`src/rtl/entry_seq_pkg.sv`:
```
package entry_seq_pkg;

    typedef enum logic [2:0] {
        ST_IDLE,
        ST_DUMMY0,
        ST_DUMMY1,
        ST_STACK_HI,
        ST_STACK_LO,
        ST_STACK_P,
        ST_VEC_LO,
        ST_VEC_HI
    } seq_state_e;

    // Status bit positions
    localparam int FLAG_I = 2;
    localparam int FLAG_D = 3;
    localparam int FLAG_B = 4;
    localparam int FLAG_U = 5;

    // Distance of each vector below the top of the address space
    localparam int VEC_OFS_NMI = 5;
    localparam int VEC_OFS_RST = 3;
    localparam int VEC_OFS_IRQ = 1;

endpackage

```
`src/rtl/entry_req_track.sv`:
```
module entry_req_track (
    input  logic clk,
    input  logic rst_n,
    input  logic nmi_line,
    input  logic irq_line,
    input  logic mask_i,
    input  logic reset_line,
    input  logic clr_boot,
    input  logic clr_nmi,
    output logic por_pend,
    output logic rst_pend,
    output logic nmi_pend,
    output logic irq_live
);

    logic nmi_prev;
    logic nmi_edge;

    assign nmi_edge = nmi_line & ~nmi_prev;
    assign irq_live = irq_line & ~mask_i;

    always_ff @(posedge clk or negedge rst_n) begin
        if (!rst_n) begin
            nmi_prev <= 1'b0;
            por_pend <= 1'b1;
            rst_pend <= 1'b0;
            nmi_pend <= 1'b0;
        end else begin
            nmi_prev <= nmi_line;
            if (clr_boot) begin
                por_pend <= 1'b0;
            end
            // A new request outranks the clear issued in the same cycle
            if (reset_line) begin
                rst_pend <= 1'b1;
            end else if (clr_boot) begin
                rst_pend <= 1'b0;
            end
            if (nmi_edge) begin
                nmi_pend <= 1'b1;
            end else if (clr_nmi) begin
                nmi_pend <= 1'b0;
            end
        end
    end

endmodule

```
`src/rtl/entry_bus_mux.sv`:
```
module entry_bus_mux
    import entry_seq_pkg::*;
#(
    parameter int DW = 8,
    parameter logic [DW-1:0] STACK_PAGE = 8'h01,
    localparam int AW = 2 * DW
) (
    input  seq_state_e      state,
    input  logic [AW-1:0]   pc,
    input  logic [DW-1:0]   sp,
    input  logic [DW-1:0]   status,
    input  logic            rst_kind,
    input  logic            brk_kind,
    input  logic [AW-1:0]   vec_addr,
    output logic [AW-1:0]   bus_addr,
    output logic            bus_rd,
    output logic            bus_wr,
    output logic [DW-1:0]   bus_wdata
);

    logic [DW-1:0] pushed_status;

    always_comb begin
        pushed_status         = status;
        pushed_status[FLAG_B] = brk_kind;
        pushed_status[FLAG_U] = 1'b1;
    end

    always_comb begin
        bus_addr  = pc;
        bus_rd    = 1'b0;
        bus_wr    = 1'b0;
        bus_wdata = '0;
        unique case (state)
            ST_IDLE: begin
                bus_addr = pc;
            end
            ST_DUMMY0, ST_DUMMY1: begin
                bus_addr = pc;
                bus_rd   = 1'b1;
            end
            ST_STACK_HI: begin
                bus_addr  = {STACK_PAGE, sp};
                bus_rd    = rst_kind;
                bus_wr    = ~rst_kind;
                bus_wdata = pc[AW-1:DW];
            end
            ST_STACK_LO: begin
                bus_addr  = {STACK_PAGE, sp};
                bus_rd    = rst_kind;
                bus_wr    = ~rst_kind;
                bus_wdata = pc[DW-1:0];
            end
            ST_STACK_P: begin
                bus_addr  = {STACK_PAGE, sp};
                bus_rd    = rst_kind;
                bus_wr    = ~rst_kind;
                bus_wdata = pushed_status;
            end
            ST_VEC_LO: begin
                bus_addr = vec_addr;
                bus_rd   = 1'b1;
            end
            ST_VEC_HI: begin
                bus_addr = vec_addr | AW'(1);
                bus_rd   = 1'b1;
            end
        endcase
    end

endmodule

```
`src/rtl/entry_seq.sv`:
```
module entry_seq
    import entry_seq_pkg::*;
#(
    parameter int DW = 8,
    parameter logic [DW-1:0] STACK_PAGE = 8'h01,
    parameter bit CLR_DECIMAL = 1'b1,
    localparam int AW = 2 * DW
) (
    input  logic          clk,
    input  logic          rst_n,
    input  logic          fetch_slot,
    input  logic          brk_req,
    input  logic          irq_in,
    input  logic          nmi_in,
    input  logic          reset_req,
    input  logic          core_we,
    input  logic [AW-1:0] core_pc,
    input  logic [DW-1:0] core_sp,
    input  logic [DW-1:0] core_p,
    input  logic [DW-1:0] bus_rdata,
    output logic [AW-1:0] bus_addr,
    output logic          bus_rd,
    output logic          bus_wr,
    output logic [DW-1:0] bus_wdata,
    output logic          seq_busy,
    output logic [AW-1:0] pc_out,
    output logic [DW-1:0] sp_out,
    output logic [DW-1:0] p_out
);

    localparam logic [AW-1:0] ADDR_TOP = '1;
    localparam logic [AW-1:0] VEC_NMI  = ADDR_TOP - AW'(VEC_OFS_NMI);
    localparam logic [AW-1:0] VEC_RST  = ADDR_TOP - AW'(VEC_OFS_RST);
    localparam logic [AW-1:0] VEC_IRQ  = ADDR_TOP - AW'(VEC_OFS_IRQ);

    seq_state_e    state_q, state_d;
    logic [AW-1:0] pc_q;
    logic [DW-1:0] sp_q;
    logic [DW-1:0] p_q;
    logic [AW-1:0] vec_q;
    logic          rst_kind_q;
    logic          brk_kind_q;

    logic por_pend, rst_pend, nmi_pend, irq_live;
    logic any_pend, boot_pend;
    logic take_hw, take_brk, clr_nmi, stack_cycle;

    entry_req_track u_req (
        .clk        (clk),
        .rst_n      (rst_n),
        .nmi_line   (nmi_in),
        .irq_line   (irq_in),
        .mask_i     (p_q[FLAG_I]),
        .reset_line (reset_req),
        .clr_boot   (take_hw && boot_pend),
        .clr_nmi    (clr_nmi),
        .por_pend   (por_pend),
        .rst_pend   (rst_pend),
        .nmi_pend   (nmi_pend),
        .irq_live   (irq_live)
    );

    assign boot_pend   = por_pend | rst_pend;
    assign any_pend    = boot_pend | nmi_pend | irq_live;
    assign take_hw     = (state_q == ST_IDLE) && fetch_slot && any_pend;
    assign take_brk    = (state_q == ST_IDLE) && !take_hw && brk_req;
    assign clr_nmi     = (state_q == ST_STACK_P) && !rst_kind_q && nmi_pend;
    assign stack_cycle = (state_q == ST_STACK_HI) || (state_q == ST_STACK_LO)
                       || (state_q == ST_STACK_P);

    // Next-state selection
    always_comb begin
        state_d = state_q;
        unique case (state_q)
            ST_IDLE: begin
                if (take_hw) begin
                    state_d = ST_DUMMY0;
                end else if (take_brk) begin
                    state_d = ST_STACK_HI;
                end
            end
            ST_DUMMY0:   state_d = ST_DUMMY1;
            ST_DUMMY1:   state_d = ST_STACK_HI;
            ST_STACK_HI: state_d = ST_STACK_LO;
            ST_STACK_LO: state_d = ST_STACK_P;
            ST_STACK_P:  state_d = ST_VEC_LO;
            ST_VEC_LO:   state_d = ST_VEC_HI;
            ST_VEC_HI:   state_d = ST_IDLE;
        endcase
    end

    // State register
    always_ff @(posedge clk or negedge rst_n) begin
        if (!rst_n) begin
            state_q <= ST_IDLE;
        end else begin
            state_q <= state_d;
        end
    end

    // Architectural registers touched by the sequence
    always_ff @(posedge clk or negedge rst_n) begin
        if (!rst_n) begin
            pc_q       <= '0;
            sp_q       <= '0;
            p_q        <= '0;
            vec_q      <= VEC_RST;
            rst_kind_q <= 1'b0;
            brk_kind_q <= 1'b0;
        end else begin
            if (take_hw) begin
                rst_kind_q <= boot_pend;
                brk_kind_q <= 1'b0;
            end else if (take_brk) begin
                rst_kind_q <= 1'b0;
                brk_kind_q <= 1'b1;
                pc_q       <= pc_q + AW'(1);
            end else if ((state_q == ST_IDLE) && core_we) begin
                pc_q <= core_pc;
                sp_q <= core_sp;
                p_q  <= core_p;
            end

            if (stack_cycle) begin
                sp_q <= sp_q - DW'(1);
            end

            if (state_q == ST_STACK_P) begin
                p_q[FLAG_I] <= 1'b1;
                if (CLR_DECIMAL) begin
                    p_q[FLAG_D] <= 1'b0;
                end
                if (rst_kind_q) begin
                    vec_q <= VEC_RST;
                end else if (nmi_pend) begin
                    vec_q <= VEC_NMI;
                end else begin
                    vec_q <= VEC_IRQ;
                end
            end

            if (state_q == ST_VEC_LO) begin
                pc_q[DW-1:0] <= bus_rdata;
            end
            if (state_q == ST_VEC_HI) begin
                pc_q[AW-1:DW] <= bus_rdata;
            end
        end
    end

    // Bus outputs
    entry_bus_mux #(
        .DW         (DW),
        .STACK_PAGE (STACK_PAGE)
    ) u_bus (
        .state     (state_q),
        .pc        (pc_q),
        .sp        (sp_q),
        .status    (p_q),
        .rst_kind  (rst_kind_q),
        .brk_kind  (brk_kind_q),
        .vec_addr  (vec_q),
        .bus_addr  (bus_addr),
        .bus_rd    (bus_rd),
        .bus_wr    (bus_wr),
        .bus_wdata (bus_wdata)
    );

    assign seq_busy = (state_q != ST_IDLE);
    assign pc_out   = pc_q;
    assign sp_out   = sp_q;
    assign p_out    = p_q;

endmodule

```
`config.mk`:
```
export PLATFORM = sky130hd
export DESIGN_NAME = entry_seq
export DESIGN_NICKNAME = d
export VERILOG_FILES = /design/src/rtl/entry_seq_pkg.sv /design/src/rtl/entry_req_track.sv /design/src/rtl/entry_bus_mux.sv /design/src/rtl/entry_seq.sv
export SDC_FILE = /design/constraint.sdc
export NUM_CORES = 1
export LEC_CHECK = 0
export BUFFER_PORTS_ARGS = -buffer_cell sky130_fd_sc_hd__buf_2
export CORE_MARGIN = 8
export CORE_UTILIZATION = 45
export DETAILED_ROUTE_END_ITERATION = 8
export PLACE_DENSITY = 0.72
export SYNTH_ARGS = -nofsm -noshare
export SYNTH_HDL_FRONTEND = slang
export SYNTH_HIERARCHICAL = 1
export SYNTH_SLANG_ARGS = --single-unit
```
`constraint.sdc`:
```
create_clock -name clk -period 2.2 [get_ports clk]
set_input_delay 0.44 -clock clk [delete_from_list [all_inputs] [get_ports clk]]
set_output_delay 0.44 -clock clk [all_outputs]
set_load 0.05 [all_outputs]
```
**Word-level counts from Yosys, hierarchy flattened**

Cells that the tools add are included.

- Register bits: 57
- Input bits: 48
- Output and inout bits: 59
- Logic and storage cells: 98

- Add/subtract/negate cells: 2
- Equal/unequal tests: 14
- Muxes and demuxes: 30
- Bitwise gates (word level): 10
- Reductions and logical operators: 29

Operators with widths:

| operator | count |
|---|---|
| $pmux 16 s4 | 1 |
| $mux 16 | 3 |
| $mux 8 | 6 |
| $pmux 3 s8 | 1 |
| $pmux 8 s3 | 1 |
| $add 16x1->16 const B | 1 |
| $eq 3x3->1 const B | 4 |
| $mux 3 | 4 |
| $mux 4 | 3 |
| $ne 2x1->1 const B | 6 |
| $reduce_bool 2->1 | 5 |
| $mux 1 | 9 |
| $reduce_and 3->1 | 3 |
| $reduce_bool 3->1 | 3 |
| $logic_and 1x1->1 | 8 |
| $sub 8x1->8 const B | 1 |
| $eq 3x2->1 const B | 2 |
| $reduce_or 3->1 | 2 |
| $not 1->1 | 5 |
| $reduce_and 2->1 | 2 |
| $reduce_or 4->1 | 1 |
| $eq 3x1->1 const B | 1 |
| $logic_not 3->1 | 1 |
| $ne 3x3->1 const B | 1 |
| other kinds (6) | 11 |

**Longest topological paths before layout**

Gate-level depths: netlist of the first run.

- Word-level depth: 10
- Mapped depth: 7
- Depth with buffers taken out: 6

**By module**

Netlist of the first run, hierarchy kept.

Modules (own cells, without submodules):

| module | instances | cells each | area an instance (µm²) | seq. area each (µm²) |
|---|---|---|---|---|
| entry_seq | 1 | 239 | 2222.1 | 977.2 |
| entry_bus_mux | 1 | 91 | 680.7 | 0.0 |
| entry_req_track | 1 | 11 | 138.9 | 101.3 |

**Worst setup path before layout of the first run**

No wires, ideal clock.

- Path type: register to output
- From: register pc_q[0] (netlist: pc_out[0])
- To: output bus_addr[0]
- Data arrival time: 1658 ps
- Data required time: 1760 ps
- Slack: 102 ps
- Stages on the path, launching flop included: 3
- Buffers on the path: 0
- Path through: dfrtp_1 > mux2i_1 > o22ai_1

- Longest elaborated chain between the ends: 1

RTL lines:

| what | RTL line | text |
|---|---|---|
| start, declared | entry_seq.sv:37 | `logic [AW-1:0] pc_q;` |
| start signal, assigned | entry_seq.sv:117 | `pc_q <= pc_q + AW'(1);` |
| start signal, assigned | entry_seq.sv:119 | `pc_q <= core_pc;` |
| start signal, assigned by index | entry_seq.sv:143 | `pc_q[DW-1:0] <= bus_rdata;` |
| $pmux 16 s4 | entry_bus_mux.sv:34 | `unique case (state)` |
| end, declared | entry_seq.sv:21 | `output logic [AW-1:0] bus_addr,` |

No other way between the ends.

**Worst setup path after layout of the first run**

- From: register state_q[1]
- To: output bus_wdata[0]

- Longest elaborated chain between the ends: 2
- Elaborated cells on any way between the ends: 4
- Those cells by class: 3 x eq/ne; 1 x mux

RTL lines:

| what | RTL line | text |
|---|---|---|
| start, declared | entry_seq.sv:36 | `seq_state_e state_q, state_d;` |
| start signal, assigned | entry_seq.sv:97 | `state_q <= state_d;` |
| $eq 3x3->1 / $eq 3x2->1 (equally long branches) | entry_bus_mux.sv:34 |  |
| $pmux 8 s3 * | entry_bus_mux.sv:34 |  |
| end, declared | entry_seq.sv:24 | `output logic [DW-1:0] bus_wdata,` |

Mark *: on every way between the ends. The rest lies on a longest branch, timed or not.

==> results of run 1 <==
==> routing by layer <==
metal / vias to the layer above / share of wire (%)
met1: 1516 / 42
met5: - / 0
met4: 0 / 3.0
met3: 29 / 7.6
met2: 150 / 48
li1: 1516 / -
==> final cells by class <==
class | instances | area (um2)
fill | 614 | 2820
multi-input combinational | 279 | 1820
sequential | 43 | 1080
timing repair buffer | 131 | 721
tap | 80 | 100
clock buffer | 6 | 72.6
inverter | 13 | 48.8
clock inverter | 2 | 12.5
==> through the flow <==
| stage | cell area (um2) | hold WS [ns] | setup WS (ns) | cells |
|---|---|---|---|---|
| 4_1_cts | 3850 | 0.113 | 0.0190 | 553 |
| 6_report | 3860 | 0.0996 | 0.0106 | 554 |
| 3_3_place_gp | 3760 | 0.409 | 0.258 | 545 |
| 5_1_grt | 3860 | 0.129 | 0.0164 | 554 |
| 3_5_place_dp | 3760 | 0.430 | 0.213 | 545 |
| 2_1_floorplan | 3090 | 0.144 | 0.102 | 353 |
==> flip-flops by register name (all words and copies together), names as in the netlist <==
signal,cells
rst_kind_q,1
u_req/por_pend,1
pc_out,16
u_req/nmi_prev,1
vec_q,2
p_out,8
sp_out,8
u_req/nmi_pend,1
state_q,3
brk_kind_q,1
u_req/rst_pend,1
==> critical path: stages, from the launching register on <==
cell and delay, ns:
dfrtp_2 0.50, nand2b_1 0.34, o2bb2ai_1 0.30, buf_2 0.31
==> cells in the final DEF (no fill, tap or decap), types with 5 or more instances in the layout <==
cell type and count:
buf_4 25, a21oi_1 8, nand2_1 59, o21ai_1 15
and3_1 7, nor2_1 22, conb_1 14, a221o_1 6
inv_1 13, mux2i_1 17, a22oi_1 12, o21ai_0 14
clkbuf_8 5, nor3_1 5, o2bb2ai_1 8, mux2_4 6
buf_2 105, nand3_1 7, dfrtp_1 38
==> how the worst max path moves through the flow <==
stage	end	slack, ns	cells after the start	startpoint
3_3_place_gp	pc_out[15]$_DFFE_PN0P_	0.26	7	irq_in
6_report	bus_wdata[0]	0.01	3	state_q[1]$_DFFE_PN0P_
5_1_grt	bus_addr[0]	0.02	4	state_q[2]$_DFFE_PN0P_
4_1_cts	bus_wdata[0]	0.02	4	state_q[0]$_DFFE_PN0P_
2_1_floorplan	bus_addr[0]	0.10	2	pc_out[0]$_DFFE_PN0P_
3_5_place_dp	sp_out[4]$_DFFE_PN0P_	0.21	6	state_q[1]$_DFFE_PN0P_
==> timing repair <==
action / in CTS / in global routing
setup endpoints to repair: 23 / 10
hold endpoints to repair: 0 / 0
resized for setup: 2 / 2
pin swaps: 0 / 0
buffers inserted: 0 / 1
==> kinds of logic (layout without fill, tap and decap cells) <==
family / after synthesis / count (layout) / synth area share [%]
adders and majority gates: 2 / 2 / 0.823
other: 2 / 14 / 0.247
buffers and inverters: 31 / 152 / 6.05
AOI/OAI and AO/OA: 103 / 103 / 25.2
and+or+nand+nor: 131 / 131 / 21.9
muxes: 24 / 24 / 8.93
DFF: 43 / 43 / 35.5
xor gates and xnor gates: 5 / 5 / 1.44
==> metrics.md, run 1 <==
| Metric | Value |
|---|---|
| CTS root buf | `clkbuf_8` |
| Met2 usage | `34.2%` |
| Initial antenna violation count | `0` |
| Layout cell share with drive strength beyond 1 | `between 30% and 40%` |
| H-tree depth | `2` |
| Top-area cell type share of the netlist area | `33.7%` |
| Largest area contributor in the netlist | `dfrtp_1` |
| Synth top area cells | `dfrtp_1 34%, nand2_1 7.3%, mux2i_1 5.6%` |
| TritonCTS clock tree | `done` |
| Tmin final | `2.19 ns` |
| Final nets | `523` |
| Main synth FF type | `dfrtp_1` |
| Flop and latch count out of synthesis | `43` |
| Row count | `30` |
| Final hold viol count | `0` |
| Layout overhead on the synthesized area | `26.9%` |
| Slew at the pin closest to its max-slew limit | `0.589 ns` |
| Die W | `98.2 um` |
| Area of the core | `about 6700 um2` |
| 1st-iter DRT viols | `276` |
| Ys async rst share | `between 90% and 100%` |
| Worst hold path type | `input pin to async pin` |
| Average size of a mapped cell | `8.92 um2` |
| Largest net degree at the start of global routing | `23` |
| Vias in the first global route | `3205` |
| CP Launch Type | `flip-flop` |
| Antenna viol nets, final | `0` |
| ANT cells | `0` |
| Worst skew pair latency | `0.30 ns` |
| Unrepaired setup endpoints after global routing | `no` |
| # IOs | `107` |
| Grt met1 use | `between 20% and 30%` |
| Via-to-Cell Ratio | `5.80` |
| DRT Pass-1 Iters | `5` |
| YS warnings | `6` |
| GRT Resource Usage Total | `20.4%` |
| GRT overflow | `0` |
| Final core utilization | `57.8%` |
| CTS Hold Buffers Added | `0` |
| WL final | `10.1 mm` |
| Drc violations | `0` |
| HPWL after DPL | `7.87 mm` |
| Final Skew | `0.0117 ns` |
| Synth Cell Area | `a little over 3000 um2` |
| R2R cell count | `6` |
| Post-synthesis sequential area ratio | `35.5%` |
| CTS sink cnt | `43` |
| R2r endpoint | `pc_out[14]$_DFFE_PN0P_` |
| Die Y | `98.2 um` |
| Max_slew headroom | `between 60% and 70%` |
| Worst EP required | `1.76 ns` |
| Outcome | `finished clean` |
| Most common cell in the synthesized netlist | `nand2_1` |
| Clock-pin slew on the worst setup and hold paths | `around 0.08 ns` |
| Worst R2R Setup Slack | `0.27 ns` |
| Die Footprint | `just under 10000 um2` |
| Most frequent cells after synthesis | `59 x nand2_1, 41 x dfrtp_1, 22 x nor2_1` |
| Fmax | `0.457 GHz` |
| Routed vias | `3211` |
| Yosys cell types | `69` |
| Port Buffer Count | `106` |
| Synthesized instance count | `approximately 340` |
| GPL Wtd Cong | `0.975` |
| Final slew viol count | `0` |
| Max_cap viols | `0` |
| CTS Buf Count | `5` |
| Most Crowded Layer GR | `met2` |
| Clk buf depth | `2` |
| WS Path Type | `flip-flop to output port` |
| First-pass GRT wire length | `16.1 mm` |
| Crit path DAT | `1.75 ns` |
| Post-synth EDFFs | `0` |
| R2r startpoint | `pc_out[1]$_DFFE_PN0P_` |
| Crit share post-route | `~100%` |
| M3 GR Usage | `4.41%` |
| Crit. End Element | `output port` |
| Max FO, Critical Path | `9` |
| WL per Instance | `18.3 um` |
| Final setup fails | `0` |
| Total negative setup slack | `0 ns` |
| Initial core utilization | `45.5%` |
Power of run 1 is not shown: default switching activity piles up to over one toggle a cycle in this logic, so the estimate is an artifact.
==> inputs of run 2 (changes only) <==
--- a/config.mk
+++ b/config.mk
@@ -5,11 +5,12 @@
 export SDC_FILE = /design/constraint.sdc
 export NUM_CORES = 1
 export LEC_CHECK = 0
-export BUFFER_PORTS_ARGS = -buffer_cell sky130_fd_sc_hd__buf_2
+export BUFFER_PORTS_ARGS = -buffer_cell sky130_fd_sc_hd__clkbuf_2
+export CORE_ASPECT_RATIO = 1.75
 export CORE_MARGIN = 8
-export CORE_UTILIZATION = 45
+export CORE_UTILIZATION = 51
 export DETAILED_ROUTE_END_ITERATION = 8
-export PLACE_DENSITY = 0.72
+export PLACE_DENSITY = 0.8
 export SYNTH_ARGS = -nofsm -noshare
 export SYNTH_HDL_FRONTEND = slang
 export SYNTH_HIERARCHICAL = 1
==> metrics.md, run 2 (synthesized netlist as in run 1, its figures left out) <==
| Metric | Value |
|---|---|
| H-tree depth | `2 (unchanged)` |
| Most used cell, CP | `buf_12` |
| Fmax | `0.457 GHz (about the same)` |
| Layout overhead on the synthesized area | `39.4%` |
| Post-CTS Setup Bufs | `0 (unchanged)` |
| Dpl ws | `0.228 ns (+0.0151 ns)` |
| GPL Wtd Cong | `0.915 (-6.2%)` |
| Final core utilization | `72.7% (+15 points)` |
| Max layer used | `met4` |
| Final setup fails | `0 (unchanged)` |
| Worst hold path type | `input pin to async pin` |
| Largest net degree at the start of global routing | `44 (+91%)` |
| CTS root buf | `clkbuf_8` |
| Final slew viol count | `0 (unchanged)` |
| Via-to-Cell Ratio | `5.87 (+1.3%)` |
| Met1 wire length | `3.69 mm (-13%)` |
| WL per Instance | `19.5 um (+6.7%)` |
| Buffers and inverters on the worst path | `2 (+1)` |
| Setup WS post-layout | `0.0117 ns (+0.00110 ns)` |
| Port Buffer Count | `106 (unchanged)` |
| ANT cells | `0 (unchanged)` |
| Area of the core | `5830 um2 (-13%)` |
| Die W | `74.4 um (-24%)` |
| Slowest CP cell | `dfrtp_2` |
| Max_cap viols | `0 (unchanged)` |
| Row count | `37 (+23%)` |
| Commonest non-fill, non-tap cell in the layout | `clkbuf_2` |
| Unrepaired setup endpoints after global routing | `yes` |
| Crit path DAT | `1.75 ns (about the same)` |
| Slew at the pin closest to its max-slew limit | `0.588 ns (-0.00106 ns)` |
| DRT Pass-1 Iters | `5 (unchanged)` |
| 1st-iter DRT viols | `215 (-22%)` |
| Commonest non-fill, non-tap cells in the layout | `83 x clkbuf_2, 59 x nand2_1, 39 x dfrtp_1, 26 x buf_12, 22 x nor2_1` |
| # fillers | `464 (-24%)` |
| First-pass GRT wire length | `16.9 mm (+4.6%)` |
| CTS Buf Count | `5 (unchanged)` |
| GRT overflow | `0 (unchanged)` |
| WL final | `10.7 mm (+5.6%)` |
| Crit. End Element | `output port` |
| TritonCTS clock tree | `done` |
| Die Footprint | `8790 um2 (-8.9%)` |
| Crit path cell chain | `buf_12 > nand2b_1 > o2bb2ai_1 > buf_12` |
| Crit share post-route | `99.5% (about the same)` |
| Worst skew pair latency | `0.31 ns (about the same)` |
| WS Path Type | `flip-flop to output port` |
| Die Y | `118 um (+20%)` |
| Footprint of the multi-input gates | `1830 um2 (about the same)` |
| Outcome | `finished clean` |
| FF+latch area | `1080 um2 (-0.12%)` |
| Metal2 WL | `5.78 mm (+20%)` |
| Max_slew headroom | `60.6% (+0.071 points)` |
| Initial antenna violation count | `0 (unchanged)` |
| # IOs | `107 (unchanged)` |
| Antenna viol nets, final | `0 (unchanged)` |
| CTS sink cnt | `43 (unchanged)` |
| Final Skew | `0.0107 ns (-0.00107 ns)` |
| Cell family with most CP delay | `flip-flops` |
| Initial core utilization | `52.1% (+6.6 points)` |
| Met3 WL | `711 um (-7.5%)` |
| Tmin final | `2.19 ns (-0.00110 ns)` |
| Clock-pin slew on the worst setup and hold paths | `0.10 ns (+0.02 ns)` |
| Vias in the first global route | `3324 (+3.7%)` |
| GRT Resource Usage Total | `24.5% (+4.1 points)` |
| Max reg flops | `16 (unchanged)` |
| CP Launch Type | `flip-flop` |
| Drc violations | `0 (unchanged)` |
| Final hold viol count | `0 (unchanged)` |
| Total negative setup slack | `0 ns (unchanged)` |
| Worst EP required | `1.76 ns (about the same)` |
| Clk buf depth | `2 (unchanged)` |
| Layout cell share with drive strength beyond 1 | `34.9% (-0.34 points)` |
| HPWL after DPL | `8.48 mm (+7.7%)` |
| Routed vias | `3217 (+0.19%)` |
| Max FO, Critical Path | `26 (+17)` |
| Slowest stage delay, CP | `0.48 ns (-0.02 ns)` |
| Final nets | `519 (-0.76%)` |
run 2: cell count changes in the layout (fill, tap and decap cells not counted), sizes merged:
| cell | change |
|---|---|
| bufinv | +1 |
| buf | -86 |
| clkinv | -1 |
| inv | +1 |
| clkbuf | +81 |
run 2: through the flow:
| stage | hold slack (ns) | cells | instance area, um2 |
|---|---|---|---|
| 2_1_floorplan | 0.144 | 353 | 3090 |
| 3_3_place_gp | 0.407 | 540 | 4120 |
| 3_5_place_dp | 0.444 | 540 | 4120 |
| 4_1_cts | 0.206 | 548 | 4240 |
| 5_1_grt | 0.225 | 548 | 4240 |
| 6_report | 0.185 | 548 | 4240 |
run 2: final timing paths:
check | from | to | slack [ns] | cells after the start
worst min-delay path | rst_n | p_out[1]$_DFFE_PN0P_ | 0.19 | 2
worst min register to register | u_req/nmi_prev$_DFF_PN0_ | u_req/nmi_pend$_DFFE_PN0P_ | 0.45 | 1
worst max register to register | state_q[1]$_DFFE_PN0P_ | sp_out[5]$_DFFE_PN0P_ | 0.29 | 6
min in group clk | nmi_in | u_req/nmi_prev$_DFF_PN0_ | 0.26 | 1
worst max-delay path | state_q[2]$_DFFE_PN0P_ | bus_wdata[0] | 0.01 | 4
max in group asynchronous | rst_n | state_q[0]$_DFFE_PN0P_ | 1.58 | 2
run 2: final cells by class:
cell class,instances,area share [%]
Multi-Input combinational cell,279,43.1
Timing Repair Buffer,127,25.3
Inverter,13,1.15
Clock buffer,5,1.62
Sequential cell,43,25.5
Tap cell,78,2.30
Clock inverter,3,1.09
run 2: timing repair:
| item | in CTS | in global routing |
|---|---|---|
| setup endpoints to repair | 16 | 13 |
| hold buffers | 0 | 0 |
| cloned | 0 | 0 |
| resized for setup | 2 | 1 |
| pin swaps | 0 | 0 |
run 2: routing by layer:
| metal | track usage, % | up-vias |
|---|---|---|
| li1 | - | 1505 |
| met1 | 26.1 | 1534 |
| met2 | 42.3 | 147 |
| met3 | 4.83 | 31 |
| met4 | 14.3 | 0 |
| met5 | 0 | - |
run 2: worst reg2reg max path: stages (launching register included):
cell and delay, ns:
dfrtp_1 0.42, buf_4 0.19, nand2b_1 0.16, o21a_1 0.20, nor4_2 0.39, a211oi_1 0.18, a311oi_2 0.29
Power of run 2 is left out for the same reason.
